### src/rtl/tss_pkg.sv
package tss_pkg;
  localparam logic [2:0] MODE_INT  = 3'b000;
  localparam logic [2:0] MODE_EXT1 = 3'b111;

  localparam logic [2:0] TS_ITR   = 3'b001;
  localparam logic [2:0] TS_ABOTH = 3'b100;
  localparam logic [2:0] TS_AFILT = 3'b101;
  localparam logic [2:0] TS_BFILT = 3'b110;
  localparam logic [2:0] TS_EXT   = 3'b111;

  localparam int NUM_SRC = 4;
  localparam int SRC_ITR = 0;
  localparam int SRC_A   = 1;
  localparam int SRC_B   = 2;
  localparam int SRC_EXT = 3;

  typedef struct packed {
    logic inc;
    logic reinit;
    logic setFlag;
    logic clrFlag;
  } ctrlStrb_t;
endpackage

### src/rtl/tss_filter.sv
module tss_filter #(
  parameter int FILT_W = 4
) (
  input  logic              clk,
  input  logic              rstN,
  input  logic [FILT_W-1:0] len,
  input  logic              rawIn,
  output logic              filtOut
);
  logic [FILT_W-1:0] runCnt;

  always_ff @(posedge clk) begin
    if (!rstN) begin
      filtOut <= 1'b0;
      runCnt  <= '0;
    end else if (rawIn == filtOut) begin
      runCnt <= '0;
    end else if (runCnt == len) begin
      filtOut <= rawIn;
      runCnt  <= '0;
    end else begin
      runCnt <= runCnt + 1'b1;
    end
  end


  filt_follow_chk: assert property (@(posedge clk) disable iff (!rstN)
    !$stable(filtOut) |-> filtOut == $past(rawIn));
endmodule

### src/rtl/tss_ctrl.sv
module tss_ctrl
  import tss_pkg::*;
(
  input  logic               clk,
  input  logic               rstN,
  input  logic [2:0]         slaveMode,
  input  logic [2:0]         trigSel,
  input  logic               tiBFall,
  input  logic               countEn,
  input  logic               updGen,
  input  logic               flagClr,
  input  logic [NUM_SRC-1:0] filtSrc,
  output ctrlStrb_t          strb
);
  logic [NUM_SRC-1:0] prevSrc;
  logic [NUM_SRC-1:0] riseEdge;
  logic [NUM_SRC-1:0] fallEdge;
  logic               bEdge;
  logic               selEdge;
  logic               intMode;
  logic               extMode;

  always_ff @(posedge clk) begin
    if (!rstN) prevSrc <= '0;
    else       prevSrc <= filtSrc;
  end

  assign riseEdge = filtSrc & ~prevSrc;
  assign fallEdge = ~filtSrc & prevSrc;
  assign bEdge    = tiBFall ? fallEdge[SRC_B] : riseEdge[SRC_B];

  always_comb begin
    unique case (trigSel)
      TS_ITR:   selEdge = riseEdge[SRC_ITR];
      TS_ABOTH: selEdge = riseEdge[SRC_A] | fallEdge[SRC_A];
      TS_AFILT: selEdge = riseEdge[SRC_A];
      TS_BFILT: selEdge = bEdge;
      TS_EXT:   selEdge = riseEdge[SRC_EXT];
      default:  selEdge = 1'b0;
    endcase
  end

  assign intMode = (slaveMode == MODE_INT);
  assign extMode = (slaveMode == MODE_EXT1);

  always_comb begin
    strb.inc     = countEn & (intMode | (extMode & selEdge));
    strb.setFlag = countEn & extMode & selEdge;
    strb.reinit  = updGen;
    strb.clrFlag = flagClr;
  end


  mode_hold_chk: assert property (@(posedge clk) disable iff (!rstN)
    (slaveMode != MODE_INT && slaveMode != MODE_EXT1) |-> !strb.inc);

  en_gate_chk: assert property (@(posedge clk) disable iff (!rstN)
    !countEn |-> (!strb.inc && !strb.setFlag));

  bad_sel_chk: assert property (@(posedge clk) disable iff (!rstN)
    (extMode && trigSel != TS_ITR && trigSel != TS_ABOTH && trigSel != TS_AFILT
     && trigSel != TS_BFILT && trigSel != TS_EXT) |-> !strb.inc);
endmodule

### src/rtl/tss_datapath.sv
module tss_datapath
  import tss_pkg::*;
#(
  parameter int CNT_W = 16
) (
  input  logic             clk,
  input  logic             rstN,
  input  ctrlStrb_t        strb,
  output logic [CNT_W-1:0] count,
  output logic             trigFlag,
  output logic             wrapPulse
);
  localparam logic [CNT_W-1:0] CNT_MAX = '1;

  always_ff @(posedge clk) begin
    if (!rstN) begin
      count     <= '0;
      wrapPulse <= 1'b0;
    end else if (strb.reinit) begin
      count     <= '0;
      wrapPulse <= 1'b0;
    end else if (strb.inc) begin
      count     <= count + 1'b1;
      wrapPulse <= (count == CNT_MAX);
    end else begin
      wrapPulse <= 1'b0;
    end
  end

  always_ff @(posedge clk) begin
    if (!rstN)              trigFlag <= 1'b0;
    else if (strb.setFlag)  trigFlag <= 1'b1;
    else if (strb.clrFlag)  trigFlag <= 1'b0;
  end


  upd_zero_chk: assert property (@(posedge clk) disable iff (!rstN)
    strb.reinit |=> count == '0);

  step_chk: assert property (@(posedge clk) disable iff (!rstN)
    (strb.inc && !strb.reinit) |=> count == $past(count) + 1'b1);

  hold_chk: assert property (@(posedge clk) disable iff (!rstN)
    (!strb.inc && !strb.reinit) |=> $stable(count));

  wrap_chk: assert property (@(posedge clk) disable iff (!rstN)
    wrapPulse |-> (count == '0 && $past(count) == CNT_MAX));

  flag_set_chk: assert property (@(posedge clk) disable iff (!rstN)
    strb.setFlag |=> trigFlag);
endmodule

### src/rtl/timer_slave_count.sv
module timer_slave_count
  import tss_pkg::*;
#(
  parameter int CNT_W  = 16,
  parameter int FILT_W = 4
) (
  input  logic             clk,
  input  logic             rstN,
  input  logic [2:0]       slaveMode,
  input  logic [2:0]       trigSel,
  input  logic             tiBFall,
  input  logic [FILT_W-1:0] filtLen,
  input  logic             countEn,
  input  logic             updGen,
  input  logic             flagClr,
  input  logic             tiA,
  input  logic             tiB,
  input  logic             intTrig,
  input  logic             extTrig,
  output logic [CNT_W-1:0] count,
  output logic             trigFlag,
  output logic             wrapPulse
);
  logic [NUM_SRC-1:0] rawSrc;
  logic [NUM_SRC-1:0] filtSrc;
  ctrlStrb_t          strb;

  assign rawSrc[SRC_ITR] = intTrig;
  assign rawSrc[SRC_A]   = tiA;
  assign rawSrc[SRC_B]   = tiB;
  assign rawSrc[SRC_EXT] = extTrig;

  for (genvar i = 0; i < NUM_SRC; i++) begin : g_src
    logic [FILT_W-1:0] chanLen;
    if (i == SRC_ITR) begin : g_nofilt
      assign chanLen = '0;
    end else begin : g_filt
      assign chanLen = filtLen;
    end
    tss_filter #(.FILT_W(FILT_W)) u_filt (
      .clk(clk), .rstN(rstN), .len(chanLen),
      .rawIn(rawSrc[i]), .filtOut(filtSrc[i])
    );
  end

  tss_ctrl u_ctrl (
    .clk(clk), .rstN(rstN), .slaveMode(slaveMode), .trigSel(trigSel),
    .tiBFall(tiBFall), .countEn(countEn), .updGen(updGen), .flagClr(flagClr),
    .filtSrc(filtSrc), .strb(strb)
  );

  tss_datapath #(.CNT_W(CNT_W)) u_dp (
    .clk(clk), .rstN(rstN), .strb(strb),
    .count(count), .trigFlag(trigFlag), .wrapPulse(wrapPulse)
  );
endmodule

### config.mk
export PLATFORM = sky130hd
export DESIGN_NAME = timer_slave_count
export DESIGN_NICKNAME = d
export VERILOG_FILES = /design/src/rtl/tss_pkg.sv /design/src/rtl/tss_filter.sv /design/src/rtl/tss_ctrl.sv /design/src/rtl/tss_datapath.sv /design/src/rtl/timer_slave_count.sv
export SDC_FILE = /design/constraint.sdc
export NUM_CORES = 1
export LEC_CHECK = 0
export CAP_MARGIN = 20
export CORE_ASPECT_RATIO = 1.75
export CORE_MARGIN = 10
export CORE_UTILIZATION = 41
export CTS_CLUSTER_DIAMETER = 80
export DETAILED_ROUTE_END_ITERATION = 10
export GPL_TIMING_DRIVEN = 0
export PLACE_DENSITY = 0.66
export SETUP_SLACK_MARGIN = 0.3
export SKIP_CTS_REPAIR_TIMING = 1
export SYNTH_ARGS = -nofsm -noshare
export SYNTH_HDL_FRONTEND = slang
export SYNTH_SLANG_ARGS = --single-unit
### constraint.sdc
create_clock -name clk -period 6.5 [get_ports clk]
set_clock_uncertainty 0.1 [all_clocks]
set_input_delay 1.625 -clock clk [delete_from_list [all_inputs] [get_ports clk]]
set_output_delay 1.625 -clock clk [all_outputs]
set_load 0.01 [all_outputs]
==> impl_metrics.yaml <==
outcome:
  status: "completed"
clocking:
  clock_latency_ps: 290
  cts.clk_slew.worst_paths_ps: 70
  clockRootBuffer: "clkbuf_8"
  clock-sinks: 42
  cts_htree_levels: 2
  cts_tree: "built"
  cts_made_buffers: 5
  clockBufferDepth: 2
finish:
  design_area_mm2: 0.002487
  nets: 289
  antenna-diode-count: 0
  layout-drive-gt1-share_pct: 3.435
  flow.area_growth_from_synthesis_pct: 26.06
routing:
  remaining_drc_errors: 0
  drt-pass1-iter-count: 4
  avgRoutedWirePerCell_um: 14.05
  drtIter0Drc: 124
  finalWirelength_um: 4412
  num_vias: 1672
  antenna_left: 0
  vias_per_cell: 5.325
timing:
  finalCriticalPeriod_ps: 3700
  report.final.setup_viol: 0
  unrepaired_setup_endpoints_after_global_routing: "no"
  slew_headroom_pct: 66.44
  worst-slew-pin-transition_ps: 503.5
  finalHoldWorstSlack_ps: 367.3
  final_hold_viol_count: 0
  maxClockFrequency_ghz: 0.2703
  min_period_over_period_pct: 56.92
  finalMaxSlewViolations: 0
  setup_tns_ps: 0
floorplan:
  fp.dieArea_mm2: 0.008097
  die_height_um: 111.8
  floorplan.io_pins: 38
  floorplan.die.width_um: 72.44
  start_util_pct: 42.29
  num_rows: 33
  design.core.area_mm2: 0.004666
power_and_ir_drop:
  cellLeakagePower_nw: 0.8739
  power.ir.vdd_worst_v: 0.0001437
  power.density_mw_per_mm2: 184.9
  power.total_mw: 0.4599
placed_design:
  hpwl_um: 3505
  last_weighted_congestion_value_of_the_routability_driven_placer: 0.8169
  port_buffers: 37
  total_placed_instance_area_mm2: 0.002409
logic_synthesis:
  syn_avg_cell_area_um2: 9.051
  synth-seq-area-share_pct: 42.61
  yosys-mux-area-fraction_pct: 2.536
  yosysTopAreaCellShare_pct: 42.61
  yosysUniqueCellTypes: 35
  synthesis.instances: 218
  synth_simple_gate_area_share_pct: 25.55
  synth_top_family_by_area: "simple AND/OR/NAND/NOR gates"
  netlist.top_cell.by_area: "dfxtp_1"
  synth_adder_area_share_pct: 4.439
  synthesized_net_count: 245
  synth-seq-cells: 42
  post_synth_instance_area_mm2: 0.001973
  synth_area_in_xor_xnor_pct: 11.10
  synth_compound_area_share_pct: 10.15
  synth_warnings: 0
  synth_top_cells_by_area: "dfxtp_1, xnor2_1, ha_1, nand3_1, nor2_1"
min_path:
  class_of_the_tightest_hold_or_removal_check: "reg -> reg"
  hold_path_depth: 1
global_route:
  via_count_of_the_first_global_routing_pass: 1700
  grt_first_pass_wirelength_um: 7527
  gr-usage-all-layers_pct: 11.01
  gr-usage-met3_pct: 3.556
  use_met1_pct: 10.81
  top_usage_layer: "met2"
  grtUsageMet2_pct: 20.45
  globalRoute.totalOverflow: 0
  grt_start_max_net_pins: 13
  antenna_found_initial: 0
critical_path:
  crit_path_end_kind: "flip-flop"
  cp_max_fo: 10
  crit_chain: "clkdlybuf4s50_1, or4bb_1, a21oi_1, o22ai_1, buf_6, clkbuf_1, o31ai_1, a21oi_1"
  cp_data_arrival_time_ps: 3750
  cpPeakStageDelay_ps: 520
  count_of_cells_along_the_worst_register_to_register_path: 8
  crit_slowest_cell: "or4bb_1"
  most_numerous_cell_on_the_critical_path: "a21oi_1"
  crit_buf_inv: 3
  cp-start-kind: "input port"
  timing.critical_path.max_delay_family: "buffers and inverters"
  path_depth: 8
  worstPathRequired_ps: 6550
  critical_path_class: "in -> reg"
job:
  cap_violations: 0
## cells in the mapped netlist (all sizes together)
| cell type | n |
|---|---|
| a221oi | 1 |
| nand3 | 17 |
| xor2 | 9 |
| nor4b | 1 |
| nand4b | 1 |
| nor3b | 1 |
| or3 | 3 |
| mux2i | 5 |
| nor2 | 21 |
| nand4 | 6 |
| o21ai | 5 |
| nor2b | 5 |
| nor4 | 1 |
| a21oi | 11 |
| nand3b | 1 |
| a21boi | 2 |
| buf | 1 |
| o22ai | 1 |
| and3b | 1 |
| inv | 12 |
| clkbuf | 4 |
| or3b | 1 |
| o211ai | 2 |
| or4 | 10 |
| or4bb | 1 |
| o311ai | 1 |
| dfxtp | 42 |
| o31ai | 8 |
| ha | 7 |
| and3 | 3 |
| nand2 | 10 |
| xnor2 | 16 |
| or4b | 1 |
| nand2b | 3 |
| and2 | 4 |
## final cells by class
| type | instances | area [um2] |
|---|---|---|
| flip-flops and latches | 42 | 840.8 |
| clock buffers | 5 | 68.82 |
| repair buffers | 37 | 370.4 |
| clock inverters | 2 | 10.01 |
| inverters | 12 | 45.04 |
| well taps | 52 | 65.06 |
| fillers | 444 | 2178 |
| multi-input cells | 159 | 1061 |
| plain buffers | 5 | 26.28 |
## logic make-up after synthesis
| group | Yosys count |
|---|---|
| adder cells (fa/ha/maj) | 7 |
| buffers and inverters | 17 |
| AO/OA/AOI/OAI | 31 |
| flip-flops | 42 |
| AND/OR/NAND/NOR | 91 |
| multiplexers | 5 |
| XOR/XNOR | 25 |
## power by group
part,switching [mW],internal (mW)
combinational,0.0178,0.0218
sequential,0.00413,0.261
clock,0.0831,0.0721
total,0.105,0.355
## registers in the layout, indices dropped and copies added (netlist names)
name / cells
u_ctrl.prevSrc: 4
g_src.u_filt.filtOut: 4
u_dp.count: 16
g_src.u_filt.runCnt: 16
u_dp.wrapPulse: 1
u_dp.trigFlag: 1
## placed cells by master (no fill, tap or decap), types with 2 or more instances in the layout
cell             count
dfxtp_1             42
clkdlybuf4s50_1     37
nor2_1              21
nand3_1             17
xnor2_1             16
inv_1               12
a21oi_1             11
nand2_1             10
or4_1               10
xor2_1               9
o31ai_1              8
ha_1                 7
nand4_1              6
nor2b_1              5
mux2i_1              5
o21ai_0              5
clkbuf_8             5
clkbuf_1             4
and2_1               4
and3_1               3
nand2b_1             3
or3_1                3
o211ai_1             2
a21boi_0             2
clkinv_2             2
## stage by stage
step	std cells	util [%]	setup WS [ps]
after floorplan	218	-	3174
after global placement	307	51.62	2503
after detailed placement	307	51.62	2481
after CTS	314	53.31	2786
after global routing	314	53.31	2636
final	314	53.31	2800
## final timing paths
path / from / end / slack [ps]
max: trigSel[1] / u_dp.count[8] / 2800
min reg2reg: g_src[0].u_filt.runCnt[0] / g_src[0].u_filt.runCnt[0] / 370
min: g_src[0].u_filt.runCnt[0] / g_src[0].u_filt.runCnt[0] / 370
max reg2reg: g_src[1].u_filt.filtOut / u_dp.count[1] / 4210
## per-layer routing
metal | up-vias | wire length, um | part of all wire (%)
met1 | 767 | 1739 | 39
met4 | 0 | 45 | 1.0
li1 | 857 | - | -
met3 | 5 | 285 | 6.5
met2 | 43 | 2341 | 53
met5 | - | 0 | 0
(Power assumes the default switching activity.)
